[config.mk]
export PLATFORM = sky130hd
export DESIGN_NAME = spimf_engine
export DESIGN_NICKNAME = d
export VERILOG_FILES = /design/src/rtl/spimf_pkg.sv /design/src/rtl/spimf_byte_shift.sv /design/src/rtl/spimf_word_buf.sv /design/src/rtl/spimf_engine.sv
export SDC_FILE = /design/constraint.sdc
export NUM_CORES = 1
export LEC_CHECK = 0
export BUFFER_PORTS_ARGS = -buffer_cell sky130_fd_sc_hd__buf_4
export CELL_PAD_IN_SITES_DETAIL_PLACEMENT = 0
export CELL_PAD_IN_SITES_GLOBAL_PLACEMENT = 1
export CORE_AREA = 2 2 154 156
export DETAILED_ROUTE_END_ITERATION = 8
export DIE_AREA = 0 0 156 158
export GPL_ROUTABILITY_DRIVEN = 1
export GPL_TIMING_DRIVEN = 0
export PLACE_DENSITY = 0.52
export RECOVER_POWER = 100
export SYNTH_ARGS = -nofsm -noshare
export SYNTH_HDL_FRONTEND = slang
export SYNTH_SLANG_ARGS = --single-unit
[constraint.sdc]
create_clock -name clk -period 5.9 [get_ports clk]
set_input_delay 0 -clock clk [delete_from_list [all_inputs] [get_ports clk]]
set_output_delay 0 -clock clk [all_outputs]
set_load 0.02 [all_outputs]
[src/rtl/spimf_pkg.sv]
package spimf_pkg;

   localparam int HDR_BYTES   = 5;
   localparam int RD_DUMMIES  = 4;
   localparam int WORD_MAX    = 8;
   localparam int IDX_W       = 3;

   typedef enum logic [3:0] {
      ST_IDLE,
      ST_HDR,
      ST_DUMMY,
      ST_FILL,
      ST_DATA,
      ST_DRAIN,
      ST_TAIL,
      ST_GAP,
      ST_DONE
   } spimf_state_e;

   // index of the last byte in a data word for a command code
   function automatic logic [IDX_W-1:0] word_last(input logic [2:0] cmd);
      case (cmd[2:1])
         2'b00:   return 3'd1;
         2'b01:   return 3'd3;
         default: return 3'd7;
      endcase
   endfunction

endpackage

[src/rtl/spimf_byte_shift.sv]
module spimf_byte_shift #(
   parameter int HALF = 4
) (
   input  logic       clk,
   input  logic       rst_n,
   input  logic       start,
   input  logic [7:0] tx_byte,
   input  logic       miso,
   output logic       done,
   output logic [7:0] rx_byte,
   output logic       sclk,
   output logic       mosi
);
   localparam int DIV_W = (HALF > 1) ? $clog2(HALF) : 1;

   logic [DIV_W-1:0] div_q;
   logic [2:0]       bit_q;
   logic             busy_q;
   logic [7:0]       tx_q;
   logic [7:0]       rx_q;

   always_ff @(posedge clk or negedge rst_n) begin
      if (!rst_n) begin
         div_q  <= '0;
         bit_q  <= '0;
         busy_q <= 1'b0;
         tx_q   <= '0;
         rx_q   <= '0;
         sclk   <= 1'b0;
         done   <= 1'b0;
      end else begin
         done <= 1'b0;
         if (!busy_q && start) begin
            tx_q   <= tx_byte;
            busy_q <= 1'b1;
            div_q  <= '0;
            bit_q  <= '0;
         end else if (busy_q) begin
            if (div_q == DIV_W'(HALF-1)) begin
               div_q <= '0;
               if (!sclk) begin
                  sclk <= 1'b1;
                  rx_q <= {rx_q[6:0], miso};
               end else begin
                  sclk  <= 1'b0;
                  tx_q  <= {tx_q[6:0], 1'b0};
                  bit_q <= bit_q + 3'd1;
                  if (bit_q == 3'd7) begin
                     busy_q <= 1'b0;
                     done   <= 1'b1;
                  end
               end
            end else begin
               div_q <= div_q + DIV_W'(1);
            end
         end
      end
   end

   assign mosi    = tx_q[7];
   assign rx_byte = rx_q;

endmodule

[src/rtl/spimf_word_buf.sv]
module spimf_word_buf #(
   parameter int BYTES = 8
) (
   input  logic                     clk,
   input  logic                     we,
   input  logic [$clog2(BYTES)-1:0] widx,
   input  logic [7:0]               wdata,
   input  logic [$clog2(BYTES)-1:0] ridx,
   output logic [7:0]               rdata
);
   localparam int IW = $clog2(BYTES);

   logic [7:0] slot [BYTES];

   for (genvar g = 0; g < BYTES; g++) begin : g_slot
      always_ff @(posedge clk) begin
         if (we && widx == IW'(g)) slot[g] <= wdata;
      end
   end

   assign rdata = slot[ridx];

endmodule

[src/rtl/spimf_engine.sv]
module spimf_engine
   import spimf_pkg::*;
#(
   parameter int CLK_HZ    = 48_000_000,
   parameter int SCLK_HZ   = 6_000_000,
   parameter int LEN_W     = 8,
   parameter int MAX_BURST = 240,
   parameter int GAP_SCLKS = 1
) (
   input  logic             clk,
   input  logic             rst_n,
   input  logic             desc_valid,
   output logic             desc_ready,
   input  logic [2:0]       desc_cmd,
   input  logic [31:0]      desc_addr,
   input  logic [LEN_W-1:0] desc_len,
   input  logic             wr_valid,
   output logic             wr_ready,
   input  logic [7:0]       wr_data,
   output logic             rd_valid,
   output logic [7:0]       rd_data,
   output logic             done,
   output logic             spi_sclk,
   output logic             spi_cs_n,
   output logic             spi_mosi,
   input  logic             spi_miso
);
   localparam int HALF      = CLK_HZ / (2 * SCLK_HZ);
   localparam int MAX_WORDS = MAX_BURST / WORD_MAX;
   localparam int WCNT_W    = $clog2(MAX_WORDS + 1);
   localparam int GAP_CYC   = 2 * HALF * GAP_SCLKS;
   localparam int GAP_W     = $clog2(GAP_CYC + 1);

   if (HALF < 1) begin : g_bad_rate
      $error("SCLK_HZ must not exceed CLK_HZ/2");
   end
   if (MAX_BURST < WORD_MAX || (MAX_BURST % WORD_MAX) != 0) begin : g_bad_burst
      $error("MAX_BURST must be a nonzero multiple of 8");
   end
   if (LEN_W < 4 || (2 ** LEN_W) <= MAX_BURST) begin : g_bad_len
      $error("LEN_W must hold MAX_BURST");
   end
   if (GAP_SCLKS < 1) begin : g_bad_gap
      $error("GAP_SCLKS must be at least 1");
   end

   spimf_state_e     state_q;
   logic [2:0]       cmd_q;
   logic [31:0]      addr_q;
   logic [IDX_W-1:0] last_q;
   logic [IDX_W-1:0] cnt_q;
   logic [WCNT_W-1:0] words_q;
   logic [GAP_W-1:0] gap_q;
   logic             pend_q;

   logic             launch, sh_done;
   logic [7:0]       tx_byte, sh_rx, buf_rd;
   logic [IDX_W-1:0] rev_idx, buf_ridx, buf_widx;
   logic             buf_we, wr_hs, is_wr;
   logic [LEN_W-1:0] len_div8;
   logic [WCNT_W-1:0] req_words;

   assign is_wr   = cmd_q[0];
   assign rev_idx = last_q - cnt_q;
   assign wr_hs   = wr_valid && wr_ready;

   // words requested by the descriptor being offered
   assign len_div8 = desc_len >> 3;
   always_comb begin
      if (desc_cmd[2:1] != 2'b10 && desc_cmd[2:1] != 2'b11) req_words = WCNT_W'(1);
      else if (len_div8 == '0)                             req_words = WCNT_W'(1);
      else if (32'(len_div8) > MAX_WORDS)                  req_words = WCNT_W'(MAX_WORDS);
      else                                                 req_words = WCNT_W'(len_div8);
   end

   always_comb begin
      case (state_q)
         ST_HDR: begin
            case (cnt_q)
               3'd0:    tx_byte = {5'd0, cmd_q};
               3'd1:    tx_byte = addr_q[31:24];
               3'd2:    tx_byte = addr_q[23:16];
               3'd3:    tx_byte = addr_q[15:8];
               default: tx_byte = addr_q[7:0];
            endcase
         end
         ST_DATA: tx_byte = is_wr ? buf_rd : 8'h00;
         default: tx_byte = 8'h00;
      endcase
   end

   assign launch   = !pend_q && (state_q == ST_HDR || state_q == ST_DUMMY ||
                                 state_q == ST_DATA || state_q == ST_TAIL);
   assign buf_ridx = (state_q == ST_DRAIN) ? cnt_q : rev_idx;
   assign buf_widx = (state_q == ST_FILL) ? cnt_q : rev_idx;
   assign buf_we   = (state_q == ST_FILL) ? wr_hs
                                          : (state_q == ST_DATA && sh_done && !is_wr);

   spimf_byte_shift #(.HALF(HALF)) shift_i (
      .clk     (clk),
      .rst_n   (rst_n),
      .start   (launch),
      .tx_byte (tx_byte),
      .miso    (spi_miso),
      .done    (sh_done),
      .rx_byte (sh_rx),
      .sclk    (spi_sclk),
      .mosi    (spi_mosi)
   );

   spimf_word_buf #(.BYTES(WORD_MAX)) buf_i (
      .clk   (clk),
      .we    (buf_we),
      .widx  (buf_widx),
      .wdata ((state_q == ST_FILL) ? wr_data : sh_rx),
      .ridx  (buf_ridx),
      .rdata (buf_rd)
   );

   always_ff @(posedge clk or negedge rst_n) begin
      if (!rst_n) begin
         state_q <= ST_IDLE;
         cmd_q   <= '0;
         addr_q  <= '0;
         last_q  <= '0;
         cnt_q   <= '0;
         words_q <= '0;
         gap_q   <= '0;
         pend_q  <= 1'b0;
      end else begin
         if (launch)       pend_q <= 1'b1;
         else if (sh_done) pend_q <= 1'b0;
         case (state_q)
            ST_IDLE: if (desc_valid) begin
               cmd_q   <= desc_cmd;
               addr_q  <= desc_addr;
               last_q  <= word_last(desc_cmd);
               words_q <= req_words;
               cnt_q   <= '0;
               state_q <= ST_HDR;
            end
            ST_HDR: if (pend_q && sh_done) begin
               if (cnt_q == 3'(HDR_BYTES-1)) begin
                  cnt_q   <= '0;
                  state_q <= is_wr ? ST_FILL : ST_DUMMY;
               end else cnt_q <= cnt_q + 3'd1;
            end
            ST_DUMMY: if (pend_q && sh_done) begin
               if (cnt_q == 3'(RD_DUMMIES-1)) begin
                  cnt_q   <= '0;
                  state_q <= ST_DATA;
               end else cnt_q <= cnt_q + 3'd1;
            end
            ST_FILL: if (wr_hs) begin
               if (cnt_q == last_q) begin
                  cnt_q   <= '0;
                  state_q <= ST_DATA;
               end else cnt_q <= cnt_q + 3'd1;
            end
            ST_DATA: if (pend_q && sh_done) begin
               if (cnt_q == last_q) begin
                  cnt_q   <= '0;
                  words_q <= words_q - WCNT_W'(1);
                  if (!is_wr)                    state_q <= ST_DRAIN;
                  else if (words_q == WCNT_W'(1)) state_q <= ST_TAIL;
                  else                           state_q <= ST_FILL;
               end else cnt_q <= cnt_q + 3'd1;
            end
            ST_DRAIN: begin
               if (cnt_q == last_q) begin
                  cnt_q   <= '0;
                  state_q <= (words_q == '0) ? ST_GAP : ST_DATA;
                  gap_q   <= '0;
               end else cnt_q <= cnt_q + 3'd1;
            end
            ST_TAIL: if (pend_q && sh_done) begin
               gap_q   <= '0;
               state_q <= ST_GAP;
            end
            ST_GAP: begin
               if (gap_q == GAP_W'(GAP_CYC-1)) state_q <= ST_DONE;
               else gap_q <= gap_q + GAP_W'(1);
            end
            default: state_q <= ST_IDLE;
         endcase
      end
   end

   assign desc_ready = (state_q == ST_IDLE);
   assign wr_ready   = (state_q == ST_FILL);
   assign rd_valid   = (state_q == ST_DRAIN);
   assign rd_data    = buf_rd;
   assign done       = (state_q == ST_DONE);
   assign spi_cs_n   = (state_q == ST_IDLE || state_q == ST_GAP || state_q == ST_DONE);

endmodule

==> results by stage <==
Run status:
- The run finished with clean final reports.

Critical path:
- Together, buffers and inverters on the worst path number 3.
- The worst endpoint data arrival time is between 3000 and 4000 ps.
- The worst setup path is launched from a register.
- The launch point of the critical path is cnt_q[0].
- Walking the worst path, the cells encountered are ha_1 -> inv_1 -> fa_1 -> xor2_1 -> nor2_1 -> xnor2_1 -> clkbuf_1 -> mux4_2 -> mux2_1 -> clkbuf_1.
- The largest single stage delay on the critical path is between 600 and 700 ps.
- The largest delay contributor family on the critical path is buffers and inverters.
- The data required time of the worst path is around 5900 ps.
- The maximum fanout along the worst path is 10.
- Counting stages on the worst path, the most repeated cell is clkbuf_1.
- The endpoint class of the critical path is an output pin.
- The class of the most critical setup path is reg -> out.
- The highest-delay cell along the critical path is clkbuf_1.
- The worst reg2reg path startpoint is state_q[2].

STA:
- The transition time at the pin with the least slew margin is approximately 1100 ps.
- In the final timing run, aggregate negative setup slack is 0 ps.
- Setup repair after global routing left no endpoint under its margin.
- The final hold violation count is 0.
- Across all setup checks in the final design, the least slack found is 2090 ps.
- Between clock sinks in the finished design, the worst skew comes to 15.0 ps.
- Of the available clock period, the critical path in the final layout requires 64.5%.
- The highest clock rate is 263 MHz.
- The relative slew slack is 25.4%.
- The smallest clock period supported by the final layout is computed as around 3800 ps.
- Setup violations remaining at the end of the flow were counted as 0.
- The final count of pins violating max slew was 0.
- The post-route worst hold slack is about 32 ps.

Global routing:
- The largest net degree at the start of global routing is 80.
- The initial antenna violation count is 0.
- The first-pass GRT wire length is between 20,000 and 30,000 um.
- The number of global-route vias before repair was 4,909.
- The global router's overall resource usage is approximately 15%.
- The total global routing overflow is 0.

Clock network:
- The number of buffers inserted for hold repair after clock tree synthesis is 46.
- The H-tree generated during clock tree synthesis spans 4 levels.
- The clock root buffer is clkbuf_16.
- The number of sinks handled by clock tree synthesis is 143.
- For the worst-skew pair, the clock arrives at the later sink with an insertion delay of around 420 ps.
- The register clock-pin slew on the reported worst setup and hold paths is 70 ps.
- TritonCTS built the clock tree.
- The number of gates resized after CTS was 0.
- Counting along the longest clock path gives a buffer depth of 2.
- The setup fix buffers added after clock tree synthesis is 0.
- Buffers inserted during clock tree synthesis total 17.

Floorplanning:
- The horizontal die dimension is about 160 um.
- In this run the count of I/O pins placed on the die edge is between 70 and 80.
- The chip height is roughly 160 um.
- The core footprint is roughly 23,000 um2.
- The floorplan has 56 rows.
- The floorplan step defined a die boundary enclosing between 20,000 and 25,000 um2.
- The initial cell density of the core is approximately 29%.

Synthesis:
- The cell type with the highest aggregate area in the netlist is dfrtp_1.
- The fraction of synthesized cell area taken by the top area cell type is between 20 and 30%.
- The flip-flop and latch count after synthesis is roughly 140.
- In this run, synthesis inferred between 60 and 70 flip-flops with an integrated enable.
- The mapped cell area is approximately 6800 um2.
- The count of different cell masters after synthesis is 56.
- The average cell area after synthesis is about 13 um2.
- The share of the Yosys chip area taken by registers is 57.7%.
- Counting every instance in the synthesized netlist gives between 500 and 600.
- In the post-synthesis netlist, the biggest area contributors are dfrtp_1 29%, edfxtp_1 28%, mux2_2 9.7%.
- The async set-reset flop share out of synthesis is between 50% and 60%.
- By count the netlist is led by 79 x dfrtp_1, 64 x edfxtp_1, 58 x mux2_2.
- For this run, the leading register cell type out of synthesis is dfrtp_1.
- By instance count, the leading cell after synthesis is dfrtp_1.
- When the netlist entered floorplanning its net count stood at ~590.
- During synthesis, Yosys emitted a total of 0 warnings.

Pwr:
- The analysis attributes to cell leakage a power of approximately 0.0037 uW.
- The worst IR drop on VDD is ~0.19 mV.
- Power spread over the standard cell area amounts to approximately 260 nW/um2.

Detailed routing:
- The routed wire length is around 18,000 um.
- Summing over every cut layer, the via total after detailed routing is 4,631.
- After detailed routing, the number of vias per cell comes to between 4 and 5.
- The final routed DRC violation total is 0.
- The number of routed nets with antenna violations is 0.
- The post-detailed-route wirelength per cell is approximately 19 um.
- The first detailed-routing pass took 5 iterations.
- In this run, the number of DRC markers left after iteration 0 of detailed routing was roughly 220.

Placed design:
- The final weighted congestion in routability-driven placement is ~0.75.
- The detailed placer's ending HPWL is 12,400 um.
- In this run the tool buffered the top-level ports with 67 buffer cells.
- Timing analysis after detailed placement gives a worst setup slack of about 2200 ps.

Flow run:
- The tool flagged a number of max-cap violations equal to 0.

Hold path:
- The class of the tightest hold or removal check is in -> reg.
- The startpoint of the worst hold path is desc_len[3].

Finish:
- 0 antenna diodes ended up in the layout.
- The final layout contains slightly above 700 nets.
- The ratio of cells with drive above 1 in the final layout is between 20% and 30%.
- From synthesis to final layout, the design area changed by 27.8%.
- The final cell utilization of the core is between 30% and 40%.
per-layer routing:
metal	vias up	share of wire (%)	wire, um	track usage [%]
met5	-	0	0	0
met4	0	1.2	214	4.72
met3	14	2.5	443	2.11
met2	56	49	8780	25.0
met1	2368	47	8410	20.1
li1	2193	-	-	-
worst min-delay path, delay by kind of cell:
family | cells | cell delay (ps)
AO/OA/AOI/OAI | 2 | 270
buffers and inverters | 1 | 80
AND/OR/NAND/NOR | 1 | 60
kinds of logic (layout without fill, tap and decap cells):
kind of cell	Yosys count	after routing	share of synthesized area, %
flops	143	143	57.7
simple gates	115	115	8.17
compound gates	97	97	10.0
mux	95	95	17.4
buf+inv	41	186	2.83
fa+ha+maj	16	16	3.08
xor+xnor	6	6	0.778
through the flow:
stage                     power [uW]  area, um2  instances
final                           2250       8630        948
after global routing            2330       8630        948
after CTS                       2280       8700        948
after detailed placement        1120       7620        870
after global placement          1120       7620        870
after floorplan                 1070       6750        513
area by class of cell:
class	instances	area, um2
clock inverters	15	193
fillers	2238	14400
inverters	18	67.6
plain buffers	23	113
flip-flops and latches	143	3900
multi-input cells	329	2660
well taps	290	363
clock buffers	17	425
repair buffers	113	911
cell usage in the layout (no fill, tap or decap), types with 4 or more instances in the layout:
cell type,instances
dlygate4sd3_1,46
and3_1,6
nor2_1,29
o21ai_0,31
a21oi_1,12
ha_1,15
inv_1,18
buf_4,54
a21o_1,6
or3_1,4
mux2_1,11
xnor2_1,5
nand3_1,8
nor3_1,7
edfxtp_1,64
mux2_2,47
clkbuf_1,34
a222oi_1,8
mux4_2,11
inv_8,5
clkbuf_16,17
nand2_1,38
mux2i_1,25
a21boi_0,5
dfrtp_1,79
o211a_1,6
o221ai_1,5
nor2b_1,6
registers in the layout, indices dropped and copies added, names as in the netlist:
name and flops:
cnt_q 3, cmd_q 3, shift_i.div_q 2, shift_i.bit_q 3
shift_i.sclk 1, shift_i.rx_byte 8, shift_i.tx_q 8, shift_i.busy_q 1
buf_i.slot 64, pend_q 1, gap_q 4, addr_q 32
state_q 4, last_q 3, words_q 5, shift_i.done 1
path summary, 6_finish.rpt:
| kind | end | slack, ps | cells after the start |
|---|---|---|---|
| worst max-delay path | rd_data[2] | 2090 | 10 |
| worst min-delay path | words_q[0] | 30 | 4 |
| worst max register to register | buf_i.slot[7][3] | 2240 | 7 |
| worst min register to register | last_q[0] | 460 | 2 |
| max in group asynchronous | shift_i.tx_q[2] | 4840 | 2 |
| min in group asynchronous | gap_q[0] | 340 | 2 |
report_power, final:
| part | switching [uW] | total [uW] | internal [uW] |
|---|---|---|---|
| sequential | 2.12 | 1040 | 1040 |
| clock | 518 | 1130 | 615 |
| combinational | 30.5 | 76.3 | 45.8 |
| total | 551 | 2250 | 1700 |
Power figures use the tool's default switching activity.
